**config.mk**
```make
export PLATFORM = sky130hd
export DESIGN_NAME = bitop_exec
export DESIGN_NICKNAME = d
export VERILOG_FILES = /design/src/rtl/bitop_pkg.sv /design/src/rtl/bitop_decode.sv /design/src/rtl/bitop_branch.sv /design/src/rtl/bitop_modify.sv /design/src/rtl/bitop_exec.sv
export SDC_FILE = /design/constraint.sdc
export NUM_CORES = 1
export LEC_CHECK = 0
export BUFFER_PORTS_ARGS = -buffer_cell sky130_fd_sc_hd__buf_2
export CAP_MARGIN = 20
export CORE_MARGIN = 5
export CORE_UTILIZATION = 40
export CTS_BUF_LIST = sky130_fd_sc_hd__clkbuf_8
export DETAILED_ROUTE_END_ITERATION = 7
export GPL_ROUTABILITY_DRIVEN = 0
export PLACE_DENSITY = 0.65
export SLEW_MARGIN = 20
export SYNTH_ARGS = -nofsm -noshare
export SYNTH_HDL_FRONTEND = slang
export SYNTH_SLANG_ARGS = --single-unit
```
**constraint.sdc**
```tcl
create_clock -name clk -period 4 [get_ports clk]
set_input_delay 0.8 -clock clk [delete_from_list [all_inputs] [get_ports clk]]
set_output_delay 0.8 -clock clk [all_outputs]
set_load 0.02 [all_outputs]
```
**src/rtl/bitop_pkg.sv**
```systemverilog
// Package: shared types and constants for the single-bit execute unit.
// The opcode layout is fixed: bits [7:5] select the legal range,
// bit 4 separates branch from modify, bits [3:1] give the bit index,
// and bit 0 gives the polarity.
package bitop_pkg;

    localparam int OPC_W   = 8;
    localparam int BYTE_W  = 8;
    localparam int IDX_W   = $clog2(BYTE_W);

    // Instruction lengths in bytes (PC advance).
    localparam int BRANCH_LEN = 3;
    localparam int MODIFY_LEN = 2;

    typedef enum logic [1:0] {
        KIND_BRANCH  = 2'd0,
        KIND_MODIFY  = 2'd1,
        KIND_ILLEGAL = 2'd2
    } op_kind_e;

    typedef struct packed {
        op_kind_e           kind;
        logic [IDX_W-1:0]   bit_idx;
        logic               invert;
    } op_dec_t;

endpackage

```
**src/rtl/bitop_decode.sv**
```systemverilog
// Module: bitop_decode
// Purpose: classifies an opcode into branch, modify or illegal, and
// extracts the bit index and the polarity.
// Assumes: an 8-bit opcode; only 0x00-0x1F are legal.
module bitop_decode
    import bitop_pkg::*;
(
    input  logic [OPC_W-1:0] opcode,
    output op_dec_t          dec
);

    // Split the opcode into its fields and pick the instruction class.
    always_comb begin
        dec.bit_idx = opcode[IDX_W:1];
        dec.invert  = opcode[0];
        if (opcode[7:5] != 3'b000) begin
            dec.kind = KIND_ILLEGAL;
        end else if (opcode[4]) begin
            dec.kind = KIND_MODIFY;
        end else begin
            dec.kind = KIND_BRANCH;
        end
    end

endmodule

```
**src/rtl/bitop_branch.sv**
```systemverilog
// Module: bitop_branch
// Purpose: selects the tested bit, resolves the branch condition and
// forms both candidate program counters.
// Assumes: PC_W > 8; the displacement is two's complement; the sums
// wrap modulo 2^PC_W.
module bitop_branch
    import bitop_pkg::*;
#(
    parameter int PC_W = 16
) (
    input  logic [PC_W-1:0]   pc_in,
    input  logic [BYTE_W-1:0] disp,
    input  logic [BYTE_W-1:0] operand,
    input  logic [IDX_W-1:0]  bit_idx,
    input  logic              invert,
    output logic              tested_bit,
    output logic [PC_W-1:0]   pc_branch,
    output logic [PC_W-1:0]   pc_modify
);

    localparam int EXT_W = PC_W - BYTE_W;

    logic [PC_W-1:0] disp_ext;
    logic [PC_W-1:0] pc_seq;
    logic            take;

    // Pick the addressed bit and apply the polarity.
    always_comb begin
        tested_bit = operand[bit_idx];
        take       = tested_bit ^ invert;
    end

    // Sign-extend the displacement to the PC width.
    always_comb begin
        disp_ext = {{EXT_W{disp[BYTE_W-1]}}, disp};
    end

    // Form the sequential and branch targets, wrapping naturally.
    always_comb begin
        pc_seq    = pc_in + PC_W'(BRANCH_LEN);
        pc_branch = take ? (pc_seq + disp_ext) : pc_seq;
        pc_modify = pc_in + PC_W'(MODIFY_LEN);
    end

endmodule

```
**src/rtl/bitop_modify.sv**
```systemverilog
// Module: bitop_modify
// Purpose: forces one bit of the operand byte to 1 (set) or to 0
// (clear) and passes the other bits through.
// Assumes: invert = 0 means set and invert = 1 means clear.
module bitop_modify
    import bitop_pkg::*;
(
    input  logic [BYTE_W-1:0] operand,
    input  logic [IDX_W-1:0]  bit_idx,
    input  logic              invert,
    output logic [BYTE_W-1:0] result
);

    // One lane per bit: replace the addressed lane and keep the rest.
    for (genvar i = 0; i < BYTE_W; i++) begin : g_lane
        always_comb begin
            if (bit_idx == IDX_W'(i)) begin
                result[i] = ~invert;
            end else begin
                result[i] = operand[i];
            end
        end
    end

endmodule

```
**src/rtl/bitop_exec.sv**
```systemverilog
// Module: bitop_exec (top)
// Purpose: execute stage for the single-bit test-and-branch and
// set/clear instructions. Inputs are sampled when start is high; the
// results are registered and presented with a one-cycle done pulse.
// Assumes: synchronous active-low reset; the surrounding core holds
// the results it needs after done, because they stay until the next
// start.
module bitop_exec
    import bitop_pkg::*;
#(
    parameter int PC_W       = 16,
    parameter int CYC_W      = 3,
    parameter int BR_CYCLES  = 5,
    parameter int MOD_CYCLES = 4
) (
    input  logic              clk,
    input  logic              rst_n,
    input  logic              start,
    input  logic [7:0]        opcode,
    input  logic [7:0]        operand,
    input  logic [7:0]        disp,
    input  logic [PC_W-1:0]   pc_in,
    input  logic              carry_in,
    output logic              done,
    output logic [PC_W-1:0]   next_pc,
    output logic              carry_out,
    output logic [7:0]        wr_data,
    output logic              wr_en,
    output logic [CYC_W-1:0]  cycles,
    output logic              illegal
);

    op_dec_t           dec;
    logic              tested_bit;
    logic [PC_W-1:0]   pc_branch;
    logic [PC_W-1:0]   pc_modify;
    logic [7:0]        mod_byte;

    logic [PC_W-1:0]   pc_d;
    logic              carry_d;
    logic [7:0]        data_d;
    logic              wr_d;
    logic [CYC_W-1:0]  cyc_d;
    logic              ill_d;

    bitop_decode u_decode (
        .opcode (opcode),
        .dec    (dec)
    );

    bitop_branch #(.PC_W(PC_W)) u_branch (
        .pc_in      (pc_in),
        .disp       (disp),
        .operand    (operand),
        .bit_idx    (dec.bit_idx),
        .invert     (dec.invert),
        .tested_bit (tested_bit),
        .pc_branch  (pc_branch),
        .pc_modify  (pc_modify)
    );

    bitop_modify u_modify (
        .operand (operand),
        .bit_idx (dec.bit_idx),
        .invert  (dec.invert),
        .result  (mod_byte)
    );

    // Choose the result set that matches the decoded class.
    always_comb begin
        pc_d    = pc_in;
        carry_d = carry_in;
        data_d  = operand;
        wr_d    = 1'b0;
        cyc_d   = '0;
        ill_d   = 1'b0;
        unique case (dec.kind)
            KIND_BRANCH: begin
                pc_d    = pc_branch;
                carry_d = tested_bit;
                cyc_d   = CYC_W'(BR_CYCLES);
            end
            KIND_MODIFY: begin
                pc_d    = pc_modify;
                data_d  = mod_byte;
                wr_d    = 1'b1;
                cyc_d   = CYC_W'(MOD_CYCLES);
            end
            default: begin
                ill_d   = 1'b1;
            end
        endcase
    end

    // Generate the done and write pulses for one cycle per start.
    always_ff @(posedge clk) begin
        if (!rst_n) begin
            done  <= 1'b0;
            wr_en <= 1'b0;
        end else begin
            done  <= start;
            wr_en <= start & wr_d;
        end
    end

    // Capture the results when start is high; hold them otherwise.
    always_ff @(posedge clk) begin
        if (!rst_n) begin
            next_pc   <= '0;
            carry_out <= 1'b0;
            wr_data   <= '0;
            cycles    <= '0;
            illegal   <= 1'b0;
        end else if (start) begin
            next_pc   <= pc_d;
            carry_out <= carry_d;
            wr_data   <= data_d;
            cycles    <= cyc_d;
            illegal   <= ill_d;
        end
    end

endmodule

```
Word-level counts from Yosys, hierarchy flattened
Index checks and enable logic that the tools add are counted.
{ "op_classes": {"muxes": 19, "n_eq_ne": 8, "bitwise": 3, "magnitude_cmp": 1, "addsub": 3, "n_reduce_logical": 4} }
{ "op_table": {"columns": ["op", "n"], "rows": [
  ["16-bit by 2-bit adder with 16-bit output (second input constant)", 2],
  ["16-bit one-hot mux with 2 select lines", 1],
  ["16-bit adder", 1],
  ["16-bit two-way mux", 1],
  ["1-bit two-way mux", 13],
  ["3-bit == test (second input constant)", 4],
  ["8-bit two-way mux", 1],
  ["3-bit by 2-bit == test with 1-bit output (second input constant)", 2],
  ["3-bit one-hot mux with 2 select lines", 1],
  ["3-bit by 4-bit less-than comparator with 1-bit output (second input constant)", 1],
  ["1-bit binary-select mux with 3-bit select", 1],
  ["3-bit by 1-bit == test with 1-bit output (second input constant)", 1],
  ["3-bit zero test", 1],
  ["3-bit nonzero test", 1],
  ["2-bit by 1-bit == test with 1-bit output (second input constant)", 1],
  ["2-bit zero test", 1],
  ["2-bit two-way mux", 1],
  ["2-bit OR reduction", 1],
  ["1-bit bitwise AND", 1],
  ["1-bit inverter", 1],
  ["1-bit bitwise XOR", 1]
]} }
{ "totals": {"regBits": 31, "output_inout_bits": 31, "word_cells": 45} }

Logic depth before layout (Yosys ltp)
{ "depth": {"word_depth": 5, "mapped_depth": 15, "ltp_nobuf": 15} }

By module
A second synthesis with hierarchy kept.
{ "unflattened": {"cells_unflattened": 400, "area_unflattened_um2": 3269.4} }
{ "by_module_without_submodules": {"columns": ["module", "cells_per_inst", "area_each_um2", "instances"], "rows": [
  ["bitop_exec", 161, 1524.0, 1],
  ["bitop_branch", 206, 1462.7, 1],
  ["bitop_modify", 27, 237.7, 1],
  ["bitop_decode", 6, 45.0, 1]
]} }

Least setup slack after synthesis
Ideal clock, no wire load.
{ "synth_timing": {"path_kind": "input to register", "start": "input pc_in[0]", "end": "register next_pc[15]", "slack_ps": 253, "t_arrival_ps": 3620, "cell_stages": 14, "required_ps": 3873, "path_buffers": 1, "path_cell_list": "inv_1 > ha_1 > nand3b_1 > or2_2 > clkbuf_1 > nor2_1 > xor2_1 > ha_1 > and2_1 > a221o_1 > a21o_1 > a311oi_1 > nor4_1 > or3_1"} }
{ "synth_between": {"elab_chain_len": 4} }
{ "synth_rtl": {"columns": ["item", "line_no", "rtl"], "rows": [
  ["start, declared", "bitop_exec.sv:22", "input logic [PC_W-1:0] pc_in,"],
  ["16-bit by 2-bit adder with 16-bit output", "bitop_branch.sv:40", "pc_seq = pc_in + PC_W'(BRANCH_LEN);"],
  ["16-bit adder", "bitop_branch.sv:41", "pc_branch = take ? (pc_seq + disp_ext) : pc_seq;"],
  ["16-bit two-way mux", "bitop_branch.sv:41", null],
  ["16-bit one-hot mux with 2 select lines *", "bitop_exec.sv:77", "unique case (dec.kind)"],
  ["end signal, assigned", "bitop_exec.sv:115", "next_pc <= pc_d;"],
  ["end, declared", "bitop_exec.sv:25", "output logic [PC_W-1:0] next_pc,"]
]} }
Mark *: on every way between the ends. The rest lies on a longest branch, timed or not.
A chain may end at the register's enable or synchronous reset.

Final worst setup path
{ "layout_timing": {"start": "input pc_in[1]", "end": "register next_pc[15]"} }
Same word-level chain as after synthesis.

==> impl_metrics.env <==
export IMPL_status="finished, final reports clean"
export IMPL_layout_drive_gt1_share_pct=22.8
export IMPL_async_flop_share_pct=0
export IMPL_crit_start="pc_in[1]"
export IMPL_cp_required_ns=4.17
export IMPL_ir_worst_vdd_v=0.000170
export IMPL_pre_cts_ws_ns=-0.0662
export IMPL_synth_flop_cell="dfxtp_1"
export IMPL_grt_first_pass_wirelength_um=15000
export IMPL_worstPathArrival_ns=3.98
export IMPL_synth_top_area_share_pct=20.4
export IMPL_min_path_type="reg2reg"
export IMPL_ctsHoldBuffers=0
export IMPL_fmax_mhz=263
export IMPL_synth_area_leaders="dfxtp_1 (20%), ha_1 (7.7%), nand2_1 (5.9%)"
export IMPL_power_leakage_uw=0.00159
export IMPL_worstSkewPairLatency_ns=0.28
export IMPL_drt_iter0_drc=191
export IMPL_post_dp_cell_area_um2=3410
export IMPL_crit_type="in2reg"
export IMPL_htreeDepth=2
export IMPL_synth_edf_count=0
export IMPL_routed_wl_um=9240
export IMPL_die_h_um=95.7
export IMPL_nets=526
export IMPL_utilization_pct=48.9
export IMPL_grt_usage_pct=20.7
export IMPL_ys_seq_elements=30
export IMPL_wl_per_cell_um=16.4
export IMPL_maxCapViolCount=0
export IMPL_grt_max_degree=50
export IMPL_p_per_area_nw_per_um2=292
export IMPL_setup_viol_count_final=0
export IMPL_layout_setup_ws_ns=0.194
export IMPL_antenna_cells=0
export IMPL_max_slew_margin_pct=46.6
export IMPL_post_cts_buffers=0
export IMPL_die_area_um2=9160
export IMPL_cts_made_buffers=5
export IMPL_finalHoldViolCount=0
export IMPL_rsz0062_at_grt="false"
export IMPL_avgViaCountPerCell=5.71
export IMPL_yosysTopAreaCell="dfxtp_1"
export IMPL_stdcell_area_um2=3530
export IMPL_finalCritPeriodShare_pct=95.2
export IMPL_netlist_instances=398
export IMPL_start_util_pct=40.7
export IMPL_pin_count=75
export IMPL_hpwl_um=7020
export IMPL_worstHoldStart="carry_out$_SDFFE_PN0P_"
export IMPL_skew_ns=0
export IMPL_core_um2=7210
export IMPL_cts_clk_slew_worst_paths_ns=0.07
export IMPL_antenna_found_initial=0
export IMPL_cts_buffer_depth=2
export IMPL_drt_first_pass_iters=4
export IMPL_grt_pass1_vias=3148
export IMPL_fillers=755
export IMPL_drc=0
export IMPL_cts_resized=0
export IMPL_clock_sinks=30
export IMPL_die_w_um=95.7
export IMPL_row_count=31
export IMPL_cts_root_buf="clkbuf_8"
export IMPL_yosysSeqAreaShare_pct=20.4
export IMPL_start_kind="input port"
export IMPL_syn_to_final_growth_pct=20.1
export IMPL_via_count=3216
export IMPL_endpoint_kind="flop"
export IMPL_r2r_start="next_pc[15]$_SDFFE_PN0P_"
export IMPL_synthesis_nets=461
export IMPL_syn_cell_area_um2=2940
export IMPL_grt_overflow=0
export IMPL_worst_pin_slew_ns=0.801
export IMPL_cp_max_fo=5
export IMPL_postSynthAreaPerCell_um2=7.38
export IMPL_min_period_ns=3.81
export IMPL_setup_tns_ns=0
export IMPL_maxSlewViolCount=0
export IMPL_synth_distinct_cells=55
export IMPL_ant_nets=0
export IMPL_cts_tree="done"
export IMPL_port_buffers=73
export IMPL_synth_warnings=0
cell usage after synthesis (4+ instances only):
library cell / count
nand2_1: 46
o21ai_0: 34
dfxtp_1: 30
a21oi_1: 28
nor2_1: 27
clkbuf_1: 24
ha_1: 18
xor2_1: 16
inv_1: 13
xnor2_1: 13
a211oi_1: 11
nor3_1: 10
nand3_1: 9
a21o_1: 8
mux2i_1: 8
o211a_1: 7
nand4_1: 6
a31oi_1: 5
nand2b_1: 5
o211ai_1: 5
o311ai_0: 5
or3_1: 5
a221oi_1: 4
or2_2: 4
layout make-up:
cell class              instances  area (um2)  share of cell area [%]
multi-input cells             326        2180                    61.7
flip-flops and latches         30         601                    17.0
repair buffers                 87         470                    13.3
well taps                      99         124                    3.51
clock buffers                   5        68.8                    1.95
inverters                      13        48.8                    1.38
clock inverters                 3        40.0                    1.13
routing by layer:
layer  GRT usage (%)  wire (um)  part of all wire [%]
met3            3.44        611                   6.6
met4            7.70        275                   3.0
met2            33.6       4240                    46
met5               0          0                     0
met1            27.4       4110                    45
path summary, 6_finish.rpt:
kind,depth (start not counted),to,slack [ns]
setup / recovery,14,next_pc[15]$_SDFFE_PN0P_,0.19
hold / removal,1,carry_out$_SDFFE_PN0P_,0.48
setup reg to reg,4,next_pc[15]$_SDFFE_PN0P_,2.72
hold reg to reg,1,carry_out$_SDFFE_PN0P_,0.48
critical path, cell delays in order:
cell and delay [ns]:
buf_2 0.12, inv_1 0.08, ha_1 0.20, nand3b_1 0.19, or2_2 0.36, nor2_1 0.13
xor2_1 0.22, ha_1 0.27, and2_1 0.20, a221o_1 0.37, a21o_1 0.18, a311oi_1 0.42
nor4_1 0.10, or3_1 0.35
sequential cells by signal, summed over array words and instances (netlist names):
name,cells
wr_en,1
next_pc,16
wr_data,8
done,1
illegal,1
carry_out,1
cycles,2
placed cells by master (no fill, tap or decap), types with 3 or more instances in the layout:
cell type	count
nor2b_1	3
mux2i_1	8
a221oi_1	4
or3_1	5
a21oi_1	28
o311ai_0	5
nand2_1	46
or2_2	4
and3_1	3
xor2_1	16
o211ai_1	5
or4_1	3
a211oi_1	11
o21ai_0	34
xnor2_1	13
nor3_1	9
dfxtp_1	30
buf_4	14
nand4_1	6
o21a_1	3
nand2b_1	5
clkbuf_8	5
o31ai_1	3
a21boi_0	3
a21o_1	8
a31oi_1	5
buf_2	73
ha_1	18
a2111oi_0	3
nor2_1	27
o211a_1	7
inv_1	13
nand3_1	9
nor4_1	3
report_power, final:
group	switching [uW]	total, uW	leakage, uW	internal, uW
Sequential	9.80	328	0.000248	318
Clock	122	305	0.0000579	183
Combinational	238	396	0.00128	159
cell families (layout without fill, tap and decap cells):
logic type	after synthesis	count (layout)	synth area share [%]
other	1	1	0.128
AO/OA/AOI/OAI	135	135	30.8
AND/OR/NAND/NOR	130	130	20.9
adder cells (fa/ha/maj)	19	19	8.34
buffers and inverters	42	108	5.70
multiplexers	10	10	3.87
XOR/XNOR	31	31	9.75
flip-flops	30	30	20.4
metrics by stage:
| stage | hold slack [ns] | total power, uW | std cells |
|---|---|---|---|
| floorplan | 0.552 | 601 | 398 |
| global placement | 0.460 | 721 | 555 |
| detailed placement | 0.465 | 727 | 555 |
| CTS | 0.481 | 1030 | 563 |
| global route | 0.510 | 1090 | 563 |
| finish | 0.476 | 1030 | 563 |
Note: power is estimated with default switching activity, not from simulation.
